===== config.mk =====
export PLATFORM = sky130hd
export DESIGN_NAME = dp_link_trainer
export DESIGN_NICKNAME = d
export VERILOG_FILES = /design/src/rtl/dplt_pkg.sv /design/src/rtl/dplt_status_decode.sv /design/src/rtl/dplt_datapath.sv /design/src/rtl/dplt_ctrl.sv /design/src/rtl/dp_link_trainer.sv
export SDC_FILE = /design/constraint.sdc
export NUM_CORES = 1
export LEC_CHECK = 0
export BUFFER_PORTS_ARGS = -buffer_cell sky130_fd_sc_hd__buf_2
export CAP_MARGIN = 20
export CORE_ASPECT_RATIO = 1.5
export CORE_MARGIN = 3
export CORE_UTILIZATION = 35
export DETAILED_ROUTE_END_ITERATION = 16
export SETUP_SLACK_MARGIN = 0.1
export SYNTH_ARGS = -nofsm -noshare
export SYNTH_HDL_FRONTEND = slang
export SYNTH_HIERARCHICAL = 1
export SYNTH_SLANG_ARGS = --single-unit

===== constraint.sdc =====
create_clock -name clk -period 4.6 [get_ports clk]
set_input_delay 0.69 -clock clk [delete_from_list [all_inputs] [get_ports clk]]
set_output_delay 0.69 -clock clk [all_outputs]
set_load 0.01 [all_outputs]

===== src/rtl/dplt_pkg.sv =====
package dplt_pkg;
  localparam int MAX_LANES = 4;
  localparam logic [19:0] ADDR_PATTERN  = 20'h00102;
  localparam logic [19:0] ADDR_LANE_SET = 20'h00103;
  localparam logic [19:0] ADDR_STATUS   = 20'h00202;
  localparam logic [7:0]  RATE_LOW      = 8'h06;
  localparam logic [7:0]  RATE_HIGH     = 8'h0A;

  typedef enum logic [2:0] {
    RES_NONE    = 3'd0,
    RES_OK      = 3'd1,
    RES_BAD_CFG = 3'd2,
    RES_AUX_ERR = 3'd3,
    RES_CR_FAIL = 3'd4,
    RES_EQ_FAIL = 3'd5
  } result_t;

  // control -> datapath
  typedef struct packed {
    logic latchLanes;
    logic initCr;
    logic initEq;
    logic capture;
    logic adjust;
    logic applyPhy;
    logic armWait;
  } dpStrobe_t;

  // datapath -> control
  typedef struct packed {
    logic waitDone;
    logic crOk;
    logic eqOk;
    logic maxSwing;
    logic crRetryOut;
    logic eqRetryOut;
  } dpFlags_t;
endpackage


===== src/rtl/dplt_status_decode.sv =====
module dplt_status_decode
  import dplt_pkg::*;
(
  input  logic [15:0] laneStat,
  input  logic        alignDone,
  input  logic [15:0] adjReq,
  input  logic [2:0]  lanes,
  output logic        crOk,
  output logic        eqOk,
  output logic [7:0]  merged
);
  logic [1:0] swMax;
  logic [1:0] peMax;

  always_comb begin
    crOk  = 1'b1;
    eqOk  = alignDone;
    swMax = 2'd0;
    peMax = 2'd0;
    for (int k = 0; k < MAX_LANES; k++) begin
      if (k < int'(lanes)) begin
        if (!laneStat[4*k]) crOk = 1'b0;
        if (laneStat[4*k +: 3] != 3'b111) eqOk = 1'b0;
        if (adjReq[4*k +: 2] > swMax) swMax = adjReq[4*k +: 2];
        if (adjReq[4*k+2 +: 2] > peMax) peMax = adjReq[4*k+2 +: 2];
      end
    end
    merged = {2'b00, (peMax == 2'd3), peMax, (swMax == 2'd3), swMax};
  end
endmodule


===== src/rtl/dplt_datapath.sv =====
module dplt_datapath
  import dplt_pkg::*;
#(
  parameter int CR_SETTLE = 1000,
  parameter int EQ_SETTLE = 400,
  parameter int CR_RETRY  = 5,
  parameter int EQ_RETRY  = 5
) (
  input  logic        clk,
  input  logic        rstN,
  input  dpStrobe_t   strb,
  input  logic [2:0]  laneCountIn,
  input  logic [47:0] auxRdata,
  output dpFlags_t    flags,
  output logic [7:0]  drive,
  output logic [2:0]  lanes,
  output logic [31:0] phyLaneCtl
);
  localparam int SMAX = (CR_SETTLE > EQ_SETTLE) ? CR_SETTLE : EQ_SETTLE;
  localparam int CW   = $clog2(SMAX + 1);
  localparam int TW   = $clog2(((CR_RETRY > EQ_RETRY) ? CR_RETRY : EQ_RETRY) + 1);

  logic [15:0]   laneStat;
  logic          alignDone;
  logic [15:0]   adjReq;
  logic [1:0]    lastSwing;
  logic          lastValid;
  logic [TW-1:0] crTries;
  logic [TW-1:0] eqTries;
  logic [CW-1:0] settleCnt;
  logic          eqPhase;
  logic [7:0]    merged;
  logic          crOk;
  logic          eqOk;

  dplt_status_decode u_dec (
    .laneStat (laneStat),
    .alignDone(alignDone),
    .adjReq   (adjReq),
    .lanes    (lanes),
    .crOk     (crOk),
    .eqOk     (eqOk),
    .merged   (merged)
  );

  always_ff @(posedge clk) begin
    if (!rstN) begin
      lanes     <= '0;
      laneStat  <= '0;
      alignDone <= 1'b0;
      adjReq    <= '0;
      drive     <= '0;
      lastSwing <= '0;
      lastValid <= 1'b0;
      crTries   <= '0;
      eqTries   <= '0;
      eqPhase   <= 1'b0;
    end else begin
      if (strb.latchLanes) lanes <= laneCountIn;
      if (strb.initCr) begin
        drive     <= '0;
        lastValid <= 1'b0;
        crTries   <= '0;
        eqPhase   <= 1'b0;
      end
      if (strb.initEq) begin
        eqTries <= '0;
        eqPhase <= 1'b1;
      end
      if (strb.capture) begin
        laneStat  <= auxRdata[15:0];
        alignDone <= auxRdata[16];
        adjReq    <= auxRdata[47:32];
      end
      if (strb.adjust) begin
        if (eqPhase) begin
          eqTries <= eqTries + 1'b1;
        end else begin
          if (lastValid && (drive[1:0] == lastSwing)) crTries <= crTries + 1'b1;
          else crTries <= '0;
          lastSwing <= drive[1:0];
          lastValid <= 1'b1;
        end
        drive <= merged;
      end
    end
  end

  // settle timer
  always_ff @(posedge clk) begin
    if (!rstN) settleCnt <= '0;
    else if (strb.armWait) settleCnt <= eqPhase ? CW'(EQ_SETTLE - 1) : CW'(CR_SETTLE - 1);
    else if (settleCnt != '0) settleCnt <= settleCnt - 1'b1;
  end

  // per-lane PHY drive registers
  for (genvar g = 0; g < MAX_LANES; g++) begin : g_lane
    always_ff @(posedge clk) begin
      if (!rstN || strb.latchLanes) phyLaneCtl[8*g +: 8] <= '0;
      else if (strb.applyPhy) phyLaneCtl[8*g +: 8] <= (g < int'(lanes)) ? drive : 8'h00;
    end
  end

  assign flags.waitDone   = (settleCnt == '0);
  assign flags.crOk       = crOk;
  assign flags.eqOk       = eqOk;
  assign flags.maxSwing   = drive[2];
  assign flags.crRetryOut = lastValid && (drive[1:0] == lastSwing) && (crTries == TW'(CR_RETRY - 1));
  assign flags.eqRetryOut = (eqTries == TW'(EQ_RETRY - 1));
endmodule


===== src/rtl/dplt_ctrl.sv =====
module dplt_ctrl
  import dplt_pkg::*;
(
  input  logic        clk,
  input  logic        rstN,
  input  logic        start,
  input  logic [7:0]  linkRate,
  input  logic [2:0]  laneCount,
  input  logic        auxAck,
  input  logic        auxErr,
  input  dpFlags_t    flags,
  input  logic [7:0]  drive,
  input  logic [2:0]  lanes,
  output dpStrobe_t   strb,
  output logic        auxReq,
  output logic        auxWrite,
  output logic [19:0] auxAddr,
  output logic [3:0]  auxLen,
  output logic [31:0] auxWdata,
  output logic [1:0]  phyPattern,
  output logic        busy,
  output logic        done,
  output logic [2:0]  result
);
  typedef enum logic [3:0] {
    S_IDLE, S_CR_PAT, S_CR_APPLY, S_CR_SET, S_CR_WAIT, S_CR_READ, S_CR_EVAL,
    S_EQ_PAT, S_EQ_APPLY, S_EQ_WAIT, S_EQ_READ, S_EQ_EVAL, S_DONE
  } state_t;

  state_t  state, nextState;
  result_t res, nextRes;
  logic    cfgOk;
  logic    ackOk;

  assign cfgOk = ((linkRate == RATE_LOW) || (linkRate == RATE_HIGH)) &&
                 (laneCount != 3'd0) && (laneCount <= 3'(MAX_LANES));
  assign ackOk = auxAck && !auxErr;

  always_comb begin
    nextState = state;
    nextRes   = res;
    strb      = '0;
    unique case (state)
      S_IDLE: if (start) begin
        strb.latchLanes = 1'b1;
        if (cfgOk) begin
          strb.initCr = 1'b1;
          nextRes     = RES_NONE;
          nextState   = S_CR_PAT;
        end else begin
          nextRes   = RES_BAD_CFG;
          nextState = S_DONE;
        end
      end
      S_CR_PAT:   if (ackOk) nextState = S_CR_APPLY;
      S_CR_APPLY: begin
        strb.applyPhy = 1'b1;
        nextState     = S_CR_SET;
      end
      S_CR_SET: if (ackOk) begin
        strb.armWait = 1'b1;
        nextState    = S_CR_WAIT;
      end
      S_CR_WAIT: if (flags.waitDone) nextState = S_CR_READ;
      S_CR_READ: if (ackOk) begin
        strb.capture = 1'b1;
        nextState    = S_CR_EVAL;
      end
      S_CR_EVAL: begin
        if (flags.crOk) begin
          strb.initEq = 1'b1;
          nextState   = S_EQ_PAT;
        end else if (flags.maxSwing || flags.crRetryOut) begin
          nextRes   = RES_CR_FAIL;
          nextState = S_DONE;
        end else begin
          strb.adjust = 1'b1;
          nextState   = S_CR_APPLY;
        end
      end
      S_EQ_PAT:   if (ackOk) nextState = S_EQ_APPLY;
      S_EQ_APPLY: begin
        strb.applyPhy = 1'b1;
        strb.armWait  = 1'b1;
        nextState     = S_EQ_WAIT;
      end
      S_EQ_WAIT: if (flags.waitDone) nextState = S_EQ_READ;
      S_EQ_READ: if (ackOk) begin
        strb.capture = 1'b1;
        nextState    = S_EQ_EVAL;
      end
      S_EQ_EVAL: begin
        if (flags.eqOk) begin
          nextRes   = RES_OK;
          nextState = S_DONE;
        end else if (flags.eqRetryOut) begin
          nextRes   = RES_EQ_FAIL;
          nextState = S_DONE;
        end else begin
          strb.adjust = 1'b1;
          nextState   = S_EQ_APPLY;
        end
      end
      S_DONE:  nextState = S_IDLE;
      default: nextState = S_IDLE;
    endcase
    // any failed AUX completion ends the run
    if (auxReq && auxAck && auxErr) begin
      strb.capture = 1'b0;
      strb.armWait = 1'b0;
      nextRes      = RES_AUX_ERR;
      nextState    = S_DONE;
    end
  end

  always_ff @(posedge clk) begin
    if (!rstN) begin
      state      <= S_IDLE;
      res        <= RES_NONE;
      phyPattern <= 2'd0;
    end else begin
      state <= nextState;
      res   <= nextRes;
      if (nextState == S_CR_PAT && state == S_IDLE) phyPattern <= 2'd1;
      else if (nextState == S_EQ_PAT && state == S_CR_EVAL) phyPattern <= 2'd2;
      else if (nextState == S_DONE) phyPattern <= 2'd0;
    end
  end

  always_comb begin
    auxReq   = 1'b0;
    auxWrite = 1'b1;
    auxAddr  = ADDR_PATTERN;
    auxLen   = 4'd1;
    auxWdata = 32'h0;
    unique case (state)
      S_CR_PAT: begin auxReq = 1'b1; auxWdata = 32'h01; end
      S_EQ_PAT: begin auxReq = 1'b1; auxWdata = 32'h02; end
      S_CR_SET: begin
        auxReq   = 1'b1;
        auxAddr  = ADDR_LANE_SET;
        auxLen   = {1'b0, lanes};
        auxWdata = {4{drive}};
      end
      S_CR_READ, S_EQ_READ: begin
        auxReq   = 1'b1;
        auxWrite = 1'b0;
        auxAddr  = ADDR_STATUS;
        auxLen   = 4'd6;
      end
      default: ;
    endcase
  end

  assign busy   = (state != S_IDLE);
  assign done   = (state == S_DONE);
  assign result = res;
endmodule


===== src/rtl/dp_link_trainer.sv =====
module dp_link_trainer
  import dplt_pkg::*;
#(
  parameter int CR_SETTLE = 1000,
  parameter int EQ_SETTLE = 400,
  parameter int CR_RETRY  = 5,
  parameter int EQ_RETRY  = 5
) (
  input  logic        clk,
  input  logic        rstN,
  input  logic        start,
  input  logic [7:0]  linkRate,
  input  logic [2:0]  laneCount,
  output logic        auxReq,
  output logic        auxWrite,
  output logic [19:0] auxAddr,
  output logic [3:0]  auxLen,
  output logic [31:0] auxWdata,
  input  logic        auxAck,
  input  logic        auxErr,
  input  logic [47:0] auxRdata,
  output logic [1:0]  phyPattern,
  output logic [31:0] phyLaneCtl,
  output logic        busy,
  output logic        done,
  output logic [2:0]  result
);
  dpStrobe_t  strb;
  dpFlags_t   flags;
  logic [7:0] drive;
  logic [2:0] lanes;

  dplt_ctrl u_ctrl (
    .clk(clk), .rstN(rstN), .start(start), .linkRate(linkRate), .laneCount(laneCount),
    .auxAck(auxAck), .auxErr(auxErr), .flags(flags), .drive(drive), .lanes(lanes),
    .strb(strb), .auxReq(auxReq), .auxWrite(auxWrite), .auxAddr(auxAddr),
    .auxLen(auxLen), .auxWdata(auxWdata), .phyPattern(phyPattern),
    .busy(busy), .done(done), .result(result)
  );

  dplt_datapath #(
    .CR_SETTLE(CR_SETTLE), .EQ_SETTLE(EQ_SETTLE),
    .CR_RETRY(CR_RETRY), .EQ_RETRY(EQ_RETRY)
  ) u_dp (
    .clk(clk), .rstN(rstN), .strb(strb), .laneCountIn(laneCount),
    .auxRdata(auxRdata), .flags(flags), .drive(drive), .lanes(lanes),
    .phyLaneCtl(phyLaneCtl)
  );
endmodule


# After elaboration in Yosys (flattened, before gate mapping)
# Cells that the tools add are included.
# totals
reg_bits,102
elab_cells,206
# classes
n_reduce_logical,34
eq_ne,34
order_cmp,13
n_bitwise,2
muxes,100
addsub,3
# op_table
op,n
$pmux W30 S3,1
$mux W4,13
$pmux W4 S12,1
$mux W2,22
$mux W3,13
$mux W1,36
$mux W6,6
$mux W10,3
$eq A4 B4 Y1 const B,6
$eq A4 B3 Y1 const B,5
$pmux W10 S2,1
$ne A3 B3 Y1 const B,5
$gt A2 B2 Y1,6
$logic_not A10 Y1,1
$reduce_and A5 Y1,2
$reduce_bool A10 Y1,1
$sub A10 B1 Y10 const B,1
$logic_and A1 B1 Y1,9
$pmux W3 S3,1
$reduce_bool A3 Y1,3
$eq A4 B1 Y1 const B,2
$eq A4 B2 Y1 const B,2
$eq A8 B3 Y1 const B,1
$eq A8 B4 Y1 const B,1
other kinds (24),44

# Longest topological paths before layout
# logic_depth
word_depth,16
depth_mapped,18
depth_no_buf,17

# Hierarchy
# Netlist, hierarchy kept.
# by_module_without_submodules
module,seq_area_each_um2,instances,area_each_um2,cells_each
dplt_datapath,1921.8,1,3860.0,420
dplt_ctrl,180.2,1,1181.1,164
dplt_status_decode,0.0,1,815.8,111

# Worst setup path before layout
# Ideal clock, no wire load.
# synth_timing
kind,register -> register
start,register u_dp.lanes[2]
end,register u_dp.drive[5]
period_less_slack_ps,3870
path_slack_ps,730
stages_incl_launch_ff,18
t_arrival_ps,3742
setup_time_ps,128
cell_sequence,dfxtp_1 > buf_4 > or2_2 > o21ai_0 > ha_1 > o21ba_2 > or4_4 > nand2_1 > ha_1 > a211o_1 > mux2_2 > ha_1 > nand2b_1 > a31o_2 > o22ai_1 > nor3b_2 > a21oi_1 > nor2_1
# synth_between
elab_chain_cells,13
elab_cells_between_ends,34
classes_between,7 x order compare; 1 x eq/ne; 25 x mux; 1 x reduce/logical
# synth_rtl
item,line,rtl
from (decl),dplt_datapath.sv:16,"output logic [2:0] lanes,"
from (signal assigned),dplt_datapath.sv:59,if (strb.latchLanes) lanes <= laneCountIn;
$lt A1 B3 Y1,dplt_status_decode.sv:21,if (k < int'(lanes)) begin
$mux W2,dplt_status_decode.sv:21,
$gt A2 B2 Y1,dplt_status_decode.sv:25,if (adjReq[4*k+2 +: 2] > peMax) peMax = adjReq[4*k+2 +: 2];
$mux W2,dplt_status_decode.sv:25,
$mux W2,dplt_status_decode.sv:21,
$gt A2 B2 Y1,dplt_status_decode.sv:25,
$mux W2,dplt_status_decode.sv:25,
$mux W2,dplt_status_decode.sv:21,
$gt A2 B2 Y1,dplt_status_decode.sv:25,
$mux W2,dplt_status_decode.sv:25,
$mux W2 (*),dplt_status_decode.sv:21,
$eq A2 B2 Y1 (*),dplt_status_decode.sv:28,"merged = {2'b00, (peMax == 2'd3), peMax, (swMax == 2'd3), swMax};"
named net u_dp.merged[5],dplt_datapath.sv:32,logic [7:0] merged;
$mux W6 (*),dplt_datapath.sv:75,if (strb.adjust) begin
to (signal assigned),dplt_datapath.sv:84,drive <= merged;
to (decl),dplt_datapath.sv:15,"output logic [7:0] drive,"
# Mark *: on every way through the listed nets, which the timed path passes. The rest lies on a longest branch.
# A chain may end at the register's enable or synchronous reset.

# Worst setup path after layout
# layout_timing
start,register u_dp.lanes[1]
end,register u_dp.drive[3]
# layout_between
elab_chain_cells,12
elab_cells_between_ends,33
classes_between,7 x order compare; 25 x mux; 1 x reduce/logical
# layout_rtl
item,line
$lt A1 B3 Y1,dplt_status_decode.sv:21
$mux W2,dplt_status_decode.sv:21
$gt A2 B2 Y1,dplt_status_decode.sv:25
$mux W2,dplt_status_decode.sv:25
$mux W2,dplt_status_decode.sv:21
$gt A2 B2 Y1,dplt_status_decode.sv:25
$mux W2,dplt_status_decode.sv:25
$mux W2,dplt_status_decode.sv:21
$gt A2 B2 Y1,dplt_status_decode.sv:25
$mux W2,dplt_status_decode.sv:25
$mux W2 (*),dplt_status_decode.sv:21
named net u_dp.merged[3],dplt_datapath.sv:32
$mux W6 (*),dplt_datapath.sv:75
# Marked as above.

==> flow_metrics.env <==
export IMPL_status="finished clean"
export IMPL_power_static_leakage_nw=2.711
export IMPL_cts_made_buffers=9
export IMPL_io_pins=161
export IMPL_clkPwrFrac_pct=29.4
export IMPL_die_w_um=110.4
export IMPL_ctsLongestPathBuffers=2
export IMPL_nets=844
export IMPL_dp_cells=947
export IMPL_clkSlewWorstSetupHoldPaths_ps=80
export IMPL_drt_pre_antenna_iters=6
export IMPL_cp_start_kind="register"
export IMPL_grt_pass1_vias=4335
export IMPL_cts_tree="yes"
export IMPL_min_period_ps=3990
export IMPL_viasPerCell=4.984
export IMPL_p_per_area_mw_per_mm2=399.5
export IMPL_critPathLaunch="u_dp/lanes[1]"
export IMPL_die_y_um=162.6
export IMPL_peakVddDrop_mv=0.1832
export IMPL_slew_headroom_pct=42.76
export IMPL_place_congestion=0.8250
export IMPL_cts_setup_buffers=0
export IMPL_port_buffers=123
export IMPL_num_vias=4810
export IMPL_grt_max_degree=59
export IMPL_p_seq_share_pct=40.0
export IMPL_cts_sinks=101
export IMPL_antenna_found_initial=0
export IMPL_grt_pass1_wl_um=21980
export IMPL_rr_worst_depth=16
export IMPL_diodes=0
export IMPL_post_route_drc_count=0
export IMPL_r2r_start="u_dp/lanes[1]"
export IMPL_overflow=0
export IMPL_dieArea_sq_mm=0.01794
export IMPL_layout_cells_non_filler=965
export IMPL_p_comb_share_pct=30.7
export IMPL_yosys_warnings=6
export IMPL_crit_end="u_dp/drive[3]"
export IMPL_htreeDepth=3
export IMPL_post_drt_wl_per_cell_um=14.18
export IMPL_final_area_sq_mm=0.006530
export IMPL_fin_skew_ps=12.44
export IMPL_netlist_instances=683
export IMPL_netlist_area_sq_mm=0.005719
export IMPL_fillCellCount=1646
export IMPL_drt_iter0_drc=230
export IMPL_path_class="reg -> reg"
export IMPL_postRouteAntennaNets=0
export IMPL_rr_endpoint="u_dp/drive[3]"
export IMPL_critical_path_peak_fanout=3
export IMPL_hold_buffers=0
export IMPL_hpwl_um=10080
export IMPL_fmax_mhz=250.6
export IMPL_setup_violations_final=0
export IMPL_synthToLayoutAreaGrowth_pct=14.18
export IMPL_avgSynthCellArea_sq_um=8.374
export IMPL_drive_gt1_share_pct=23.62
export IMPL_slew_viol_final=0
export IMPL_cts_resized=0
export IMPL_hold_viol_final=0
export IMPL_worst_setup_path_end_kind="register"
export IMPL_postPlaceCellArea_sq_mm=0.006191
export IMPL_cp_required_ps=4810
export IMPL_arrival_ps=4200
export IMPL_rsz0062_at_grt="no"
export IMPL_coreArea_sq_mm=0.01584
export IMPL_drt_total_wl_um=13690
export IMPL_final_period_utilization_pct=86.74
export IMPL_clockRootBuffer="clkbuf_16"
export IMPL_gr_usage_all_layers_pct=15.33
export IMPL_drv_cap=0
export IMPL_p_sw_share_pct=36.33
export IMPL_start_util_pct=36.12
export IMPL_r2r_slack_ps=610
export IMPL_num_rows=56
export IMPL_p_switching_uw=947.9
export IMPL_worst_slew_pin_slew_ps=852.3
export IMPL_insertion_delay_ps=350
export IMPL_fin_setup_tns_ps=0
export IMPL_power_internal_mw=1.661
export IMPL_hold_class="reg -> reg"
## critical path: stages, from the launching register on
cell	delay (ps)
dfxtp_1	310
or2_2	360
o21ai_0	250
ha_1	300
o21ba_2	220
or4_4	420
nand2_1	100
ha_1	230
a211o_1	330
mux2_2	280
ha_1	270
nand2b_1	70
a31o_2	240
o22ai_1	210
nor2b_1	80
a21oi_1	140
nor2_1	50
## sequential cells by signal, indices dropped and copies added (netlist names), 2 cells and up
register	count
u_dp/drive	8
u_dp/lastSwing	2
u_ctrl/state	4
u_dp/phyLaneCtl	32
u_dp/lanes	3
u_dp/adjReq	16
u_ctrl/result	3
u_dp/settleCnt	10
u_dp/eqTries	3
u_dp/crTries	3
u_dp/laneStat	12
u_ctrl/phyPattern	2
## metal layers
metal | track usage, % | up-vias | part of all wire, %
met5 | 0 | - | 0
met4 | 5.322 | 0 | 1.7
met3 | 2.816 | 16 | 6.0
met2 | 26.33 | 157 | 50
met1 | 18.99 | 2223 | 42
li1 | - | 2414 | -
## power by group through the flow
stage                     clock network (mW)  logic, mW  registers (mW)
after floorplan                            0      0.669            1.02
after global placement                     0      0.793            1.06
after detailed placement                   0      0.798            1.06
after CTS                              0.789      0.799            1.04
after global routing                   0.826      0.897            1.06
final                                  0.767      0.800            1.04
## how the worst min path moves through the flow
stage,startpoint,end,slack (ps),cells past startpoint
after global routing,u_dp/phyLaneCtl[12],u_dp/phyLaneCtl[12],490,2
after floorplan,u_dp/laneStat[1],u_dp/laneStat[1],460,2
final,u_ctrl/phyPattern[1],u_ctrl/phyPattern[1],460,1
after CTS,u_ctrl/phyPattern[1],u_ctrl/phyPattern[1],470,1
after global placement,u_ctrl/phyPattern[1],u_ctrl/phyPattern[1],440,1
after detailed placement,u_ctrl/phyPattern[1],u_ctrl/phyPattern[1],450,1
## area by class of cell
| type | instances | area, sq um | area share [%] |
|---|---|---|---|
| Multi-Input combinational cell | 483 | 3142 | 48.11 |
| Sequential cell | 101 | 2022 | 30.96 |
| Timing Repair Buffer | 130 | 680.7 | 10.42 |
| Tap cell | 203 | 254.0 | 3.890 |
| Clock buffer | 9 | 225.2 | 3.449 |
| Inverter | 32 | 120.1 | 1.839 |
| Clock inverter | 7 | 86.33 | 1.322 |
## layout by cell type, fill, tap and decap left out, types with 10 or more instances in the layout
master    count
and2_1       13
dfxtp_1     101
nor2b_1      24
nand2_1      29
nand3_1      34
o21ai_0      14
mux2i_1      36
a21oi_1      57
ha_1         23
buf_2       123
conb_1       20
nor2_1       67
o21a_1       10
inv_1        30
nand2b_1     33
## stage by stage
step | setup WS (ps) | util [%] | power, mW | hold slack [ps]
after global routing | 365.0 | 41.24 | 2.783 | 487.4
after detailed placement | 620.1 | 39.10 | 1.861 | 450.1
after floorplan | 730.3 | - | 1.687 | 460.2
final | 610.1 | 41.24 | 2.609 | 461.1
after CTS | 619.1 | 41.06 | 2.631 | 467.7
after global placement | 698.1 | 39.10 | 1.856 | 442.9
Power figures use the tool's default switching activity.
